## src/rtl/sline_pkg.sv

```systemverilog
package sline_pkg;

    typedef enum logic [1:0] {
        ST_CAL   = 2'd0,
        ST_RUN   = 2'd1,
        ST_SLEEP = 2'd2
    } sline_state_t;

    typedef struct packed {
        logic rise;
        logic fall;
        logic hold;
        logic level;
    } sclk_evt_t;

    function automatic int edge_cnt_w(input int data_w);
        return $clog2(data_w + 3);
    endfunction

    function automatic int hold_cnt_w(input int hold_cyc);
        return $clog2(hold_cyc + 1);
    endfunction

endpackage

```

## src/rtl/sline_sclk_front.sv

```systemverilog
module sline_sclk_front
    import sline_pkg::*;
#(
    parameter int HOLD_CYC = 16
) (
    input  logic      clk,
    input  logic      rst,
    input  logic      sclk_in,
    output sclk_evt_t evt
);
    localparam int HW = hold_cnt_w(HOLD_CYC);
    localparam logic [HW-1:0] HOLD_LAST = HW'(HOLD_CYC - 1);
    localparam logic [HW-1:0] HOLD_MAX  = HW'(HOLD_CYC);

    logic          sync_a, sync_b, sync_prev;
    logic [HW-1:0] hi_cnt;

    always_ff @(posedge clk) begin
        if (rst) begin
            sync_a    <= 1'b0;
            sync_b    <= 1'b0;
            sync_prev <= 1'b0;
            hi_cnt    <= '0;
        end else begin
            sync_a    <= sclk_in;
            sync_b    <= sync_a;
            sync_prev <= sync_b;
            if (!sync_b)
                hi_cnt <= '0;
            else if (hi_cnt != HOLD_MAX)
                hi_cnt <= hi_cnt + 1'b1;
        end
    end

    always_comb begin
        evt.rise  = sync_b & ~sync_prev;
        evt.fall  = ~sync_b & sync_prev;
        evt.hold  = sync_b & (hi_cnt == HOLD_LAST);
        evt.level = sync_b;
    end

    // a hold indication needs the line to have been high the cycle before
    assert_hold_after_high_R10: assert property (@(posedge clk) disable iff (rst)
        evt.hold |-> $past(sync_b));

endmodule

```

## src/rtl/sline_word_shift.sv

```systemverilog
module sline_word_shift
    import sline_pkg::*;
#(
    parameter int DATA_W = 24
) (
    input  logic              clk,
    input  logic              rst,
    input  logic              load,
    input  logic [DATA_W-1:0] load_word,
    input  logic              adv,
    input  logic              force_high,
    output logic              line,
    output logic              cmd_armed
);
    localparam int CW = edge_cnt_w(DATA_W);
    localparam logic [CW-1:0] LAST_BIT  = CW'(DATA_W);
    localparam logic [CW-1:0] CMD_EDGE  = CW'(DATA_W + 2);

    logic [DATA_W-1:0] word_q;
    logic [CW-1:0]     edge_cnt;

    always_ff @(posedge clk) begin
        if (rst) begin
            word_q   <= '0;
            edge_cnt <= '0;
            line     <= 1'b1;
        end else if (force_high) begin
            edge_cnt <= '0;
            line     <= 1'b1;
        end else if (load) begin
            word_q   <= load_word;
            edge_cnt <= '0;
            line     <= 1'b0;
        end else if (adv) begin
            if (edge_cnt < LAST_BIT) begin
                line   <= word_q[DATA_W-1];
                word_q <= word_q << 1;
            end else begin
                line <= 1'b1;
            end
            if (edge_cnt != CMD_EDGE)
                edge_cnt <= edge_cnt + 1'b1;
        end
    end

    assign cmd_armed = (edge_cnt == CMD_EDGE);

    // with no load, edge or forced exit the line keeps its value
    assert_line_holds_R3: assert property (@(posedge clk) disable iff (rst)
        (!load && !adv && !force_high) |=> $stable(line));

    // the edge after the last data bit returns the line high
    assert_extra_edge_high_R3: assert property (@(posedge clk) disable iff (rst)
        (adv && !load && !force_high && edge_cnt == LAST_BIT) |=> line);

endmodule

```

## src/rtl/sline_readout.sv

```systemverilog
module sline_readout
    import sline_pkg::*;
#(
    parameter int DATA_W   = 24,
    parameter int HOLD_CYC = 16
) (
    input  logic              clk,
    input  logic              rst,
    input  logic              sclk_in,
    input  logic              conv_valid,
    input  logic [DATA_W-1:0] conv_word,
    input  logic              cal_valid,
    output logic              ready_data,
    output logic              cal_req,
    output logic              sleep_en
);
    sline_state_t state;
    sclk_evt_t    evt;
    logic         have_data;
    logic         wake_cal;
    logic         req_pend;
    logic         cmd_armed;

    logic do_sleep, do_load, do_cal, do_adv, do_force;

    sline_sclk_front #(.HOLD_CYC(HOLD_CYC)) u_front (
        .clk     (clk),
        .rst     (rst),
        .sclk_in (sclk_in),
        .evt     (evt)
    );

    always_comb begin
        do_sleep = (state == ST_RUN) && have_data && evt.hold;
        do_load  = (state == ST_RUN) && !do_sleep && conv_valid;
        do_cal   = (state == ST_RUN) && !do_sleep && !conv_valid &&
                   have_data && evt.fall && cmd_armed;
        do_adv   = (state == ST_RUN) && have_data && !do_sleep &&
                   !conv_valid && evt.rise;
        do_force = do_sleep || do_cal;
    end

    sline_word_shift #(.DATA_W(DATA_W)) u_shift (
        .clk        (clk),
        .rst        (rst),
        .load       (do_load),
        .load_word  (conv_word),
        .adv        (do_adv),
        .force_high (do_force),
        .line       (ready_data),
        .cmd_armed  (cmd_armed)
    );

    always_ff @(posedge clk) begin
        if (rst) begin
            state     <= ST_CAL;
            have_data <= 1'b0;
            wake_cal  <= 1'b0;
            req_pend  <= 1'b1;
            cal_req   <= 1'b0;
        end else begin
            cal_req <= 1'b0;
            if (req_pend) begin
                cal_req  <= 1'b1;
                req_pend <= 1'b0;
            end
            unique case (state)
                ST_CAL: begin
                    if (cal_valid && !req_pend) begin
                        state     <= ST_RUN;
                        have_data <= 1'b0;
                    end
                end
                ST_RUN: begin
                    if (do_sleep) begin
                        state     <= ST_SLEEP;
                        wake_cal  <= cmd_armed;
                        have_data <= 1'b0;
                    end else if (do_load) begin
                        have_data <= 1'b1;
                    end else if (do_cal) begin
                        state     <= ST_CAL;
                        req_pend  <= 1'b1;
                        have_data <= 1'b0;
                    end
                end
                ST_SLEEP: begin
                    if (evt.fall) begin
                        if (wake_cal) begin
                            state    <= ST_CAL;
                            req_pend <= 1'b1;
                        end else begin
                            state <= ST_RUN;
                        end
                        wake_cal <= 1'b0;
                    end
                end
                default: state <= ST_CAL;
            endcase
        end
    end

    assign sleep_en = (state == ST_SLEEP);

    // an accepted result pulls the line low on the next cycle
    assert_load_low_R1: assert property (@(posedge clk) disable iff (rst)
        do_load |=> !ready_data);

    // the line is high for the whole time the block sleeps
    assert_sleep_line_high_R6: assert property (@(posedge clk) disable iff (rst)
        sleep_en |-> ready_data);

    // a calibration request lasts exactly one cycle
    assert_req_single_R4: assert property (@(posedge clk) disable iff (rst)
        cal_req |=> !cal_req);

    // while calibrating no result is flagged
    assert_cal_line_high_R9: assert property (@(posedge clk) disable iff (rst)
        (state == ST_CAL) |-> ready_data);

    // a strobe during sleep leaves the line high
    assert_sleep_ignores_R11: assert property (@(posedge clk) disable iff (rst)
        (sleep_en && !evt.fall) |=> ready_data);

endmodule

```

## config.mk

```make
export PLATFORM = sky130hd
export DESIGN_NAME = sline_readout
export DESIGN_NICKNAME = d
export VERILOG_FILES = /design/src/rtl/sline_pkg.sv /design/src/rtl/sline_sclk_front.sv /design/src/rtl/sline_word_shift.sv /design/src/rtl/sline_readout.sv
export SDC_FILE = /design/constraint.sdc
export NUM_CORES = 1
export LEC_CHECK = 0
export ABC_AREA = 1
export BUFFER_PORTS_ARGS = -buffer_cell sky130_fd_sc_hd__buf_2
export CORE_ASPECT_RATIO = 0.8
export CORE_MARGIN = 5
export CORE_UTILIZATION = 47
export DETAILED_ROUTE_END_ITERATION = 10
export GPL_ROUTABILITY_DRIVEN = 0
export PLACE_DENSITY = 0.67
export SYNTH_ARGS = -nofsm -noshare
export SYNTH_HDL_FRONTEND = slang
export SYNTH_SLANG_ARGS = --single-unit
```

## constraint.sdc

```tcl
create_clock -name clk -period 3 [get_ports clk]
set_input_delay 0.15 -clock clk [delete_from_list [all_inputs] [get_ports clk]]
set_output_delay 0.15 -clock clk [all_outputs]
set_load 0.01 [all_outputs]
```

==> out/results.ini <==
[routing]
highest_layer=met4
drc_errors=0
firstDrtPassIters=5
ant_nets=0
route.met3.wl_um=227
met1_length_um=2257
drt-wirelength-per-cell_um=10.41
via_count=1955
dr_wl_met2_um=1815
dr.first_iter.drc_count=124
routed_wl_um=4351
vias_per_cell=4.677

[clock_network]
cts-root-buf=clkbuf_8
clkSinkCount=44
cts_buffers=5
hold_buffers=0
htreeDepth=2
cts_setup_buffers=0
clkTransAtPathRegs_ns=0.08
clock_latency_ns=0.30
cts_tree=built
cts_max_path_buffers=2
ctsResizeCount=0

[layout]
fin_nets=395
area_growth_pct=11.95
post-route-util_pct=54.73
n_antenna_cell=0
drive_gt1_share_pct=14.80
instances_no_fill=418

[power]
powerDensity_nw_per_um2=712.9
p_comb_share_pct=32.4
internal_power_mw=1.177
sw_frac_of_total_pct=34.77
power_leakage_nw=1.256
p_seq_share_pct=40.0
peakVddDrop_mv=0.3891
p_total_mw=1.805
switching_power_mw=0.6274
p_clk_share_pct=27.6

[timing]
fin_crit_ns=2.139
slew_headroom_pct=50.68
timing.final.crit_share_pct=71.29
maxSlewViolCount=0
report.final.setup_viol=0
skew_ns=0.003181
rsz0062_at_grt=false
hold_violations=0
final.setup.tns_ns=0
fmax_mhz=467.6
tightest_slew_ns=0.7390

[place]
placed_cells=410
hpwl_um=3031
numPortBuffers=31

[worst_setup_path]
start_kind=flop
end_kind=flop
required_ns=3.24
cp.arrival_ns=2.38
critical_path.max_fanout=23
worstSetupPathType=reg -> reg

[synth]
ys_warn_count=0
synth_cells=329
synthDistinctLibCells=27
ys_seq_area_share_pct=38.96
syn_area_um2=2261
syn_nets=367
synth_seq_cells=44
synth.avg_cell_area_um2=6.872

[floorplan]
coreArea_um2=4624
rows=22
start_util_pct=48.89
dieArea_um2=6306
die_x_um=87.55
io_pins=32
dieHeight_um=72.04

[global_routing]
grt_pass1_wl_um=7672
grt_pass1_vias=1754
grt.total_usage_pct=15.06
grt_overflow=0
grt_max_degree=29
antenna_found_initial=0

[flow_run]
max_cap_viol_count=0

[status]
status=finished, final reports clean

[min_path]
hold_path.class=in -> reg

==> per-layer routing <==
layer  vias up  track usage, %
li1       1071               -
met5         -               0
met3         5           4.994
met2        30           22.74
met4         0           3.578
met1       849           20.81
==> cell type report <==
cell class | count | area [µm²]
multi-input cells | 247 | 1185
repair buffers | 32 | 162.7
flip-flops and latches | 44 | 880.8
well taps | 60 | 75.07
clock inverters | 1 | 30.03
inverters | 27 | 101.3
fillers | 459 | 2093
clock buffers | 7 | 96.34
==> critical path, cell delays in order, from the launching register on <==
cell and delay (ns):
dfxtp_1 0.34, ha_1 0.23, nand2_1 0.10, nor2_1 0.05, ha_1 0.17, nand2_1 0.14
nand2_1 0.11, nor2_4 0.12, nand2_4 0.08, o21ai_4 0.46, o21ai_0 0.16, nor2_1 0.12
==> path summary, 6_finish.rpt <==
kind         cells past startpoint              start                 to  slack (ns)
max                             11  u_front.hi_cnt[0]  u_shift.word_q[3]        0.86
min                              3            sclk_in     u_front.sync_a        0.06
max reg2reg                     11  u_front.hi_cnt[0]  u_shift.word_q[3]        0.86
min reg2reg                      2     u_front.sync_a     u_front.sync_b        0.42
==> flip-flops by register name (all words and copies together) (netlist names) <==
| register | count |
|---|---|
| u_shift.line | 1 |
| u_front.hi_cnt | 5 |
| u_front.sync_prev | 1 |
| have_data | 1 |
| state | 2 |
| req_pend | 1 |
| wake_cal | 1 |
| u_front.sync_b | 1 |
| u_shift.edge_cnt | 5 |
| cal_req | 1 |
| u_front.sync_a | 1 |
| u_shift.word_q | 24 |
==> cell usage after synthesis, drive strengths merged <==
library cell	instances	area share, %
o21bai	1	0.33
xor2	4	1.5
nor2	68	13
o211ai	1	0.33
nand4	1	0.28
ha	9	5.0
clkbuf	3	0.50
a21oi	8	1.8
buf	8	3.7
o21ai	32	7.6
nor3	2	0.44
a21boi	1	0.33
nor3b	1	0.33
inv	27	4.5
dfxtp	44	39
nand3	6	1.3
nand2	112	20
o21a	1	0.33
==> kinds of logic after synthesis <==
logic type / count (synthesis) / share of synthesized area [%]
XOR/XNOR: 4 / 1.549
buffers and inverters: 38 / 8.632
AND/OR/NAND/NOR: 190 / 35.20
adder cells (fa/ha/maj): 9 / 4.981
flip-flops: 44 / 38.96
AO/OA/AOI/OAI: 44 / 10.68
==> cells in the final DEF (no fill, tap or decap) <==
cell type and n:
buf_2 31, ha_1 9, nor2_2 2, dfxtp_1 44, o21ai_0 14, a21oi_1 8
o21bai_1 1, nor2_4 3, nand2_2 3, o21a_1 1, nand2_8 1, nand3_1 6
xor2_1 4, clkbuf_8 7, inv_2 1, nor3b_1 1, o21ai_1 17, nand4_1 1
nand2_1 106, o211ai_1 1, nor2_1 63, a21boi_0 1, nor3_1 2, nand2_4 2
o21ai_4 1, inv_1 26, bufinv_16 1, buf_4 1
==> power by group through the flow <==
| stage | clock network (mW) | registers [mW] | logic, mW |
|---|---|---|---|
| 3_5_place_dp | 0 | 0.735 | 0.588 |
| 6_report | 0.498 | 0.722 | 0.584 |
| 4_1_cts | 0.506 | 0.722 | 0.591 |
| 3_3_place_gp | 0 | 0.735 | 0.583 |
| 5_1_grt | 0.537 | 0.736 | 0.677 |
| 2_1_floorplan | 0 | 0.726 | 0.517 |
==> per-stage QoR <==
stage / hold WS [ns] / worst slack, ns / instance area, µm²
2_1_floorplan: 0.2570 / 1.278 / 2261
3_3_place_gp: 0.3629 / 0.9520 / 2405
3_5_place_dp: 0.3721 / 0.8883 / 2405
4_1_cts: 0.05975 / 0.8413 / 2531
5_1_grt: 0.07637 / 0.5861 / 2531
6_report: 0.06280 / 0.8612 / 2531
Power figures use the tool's default switching activity.
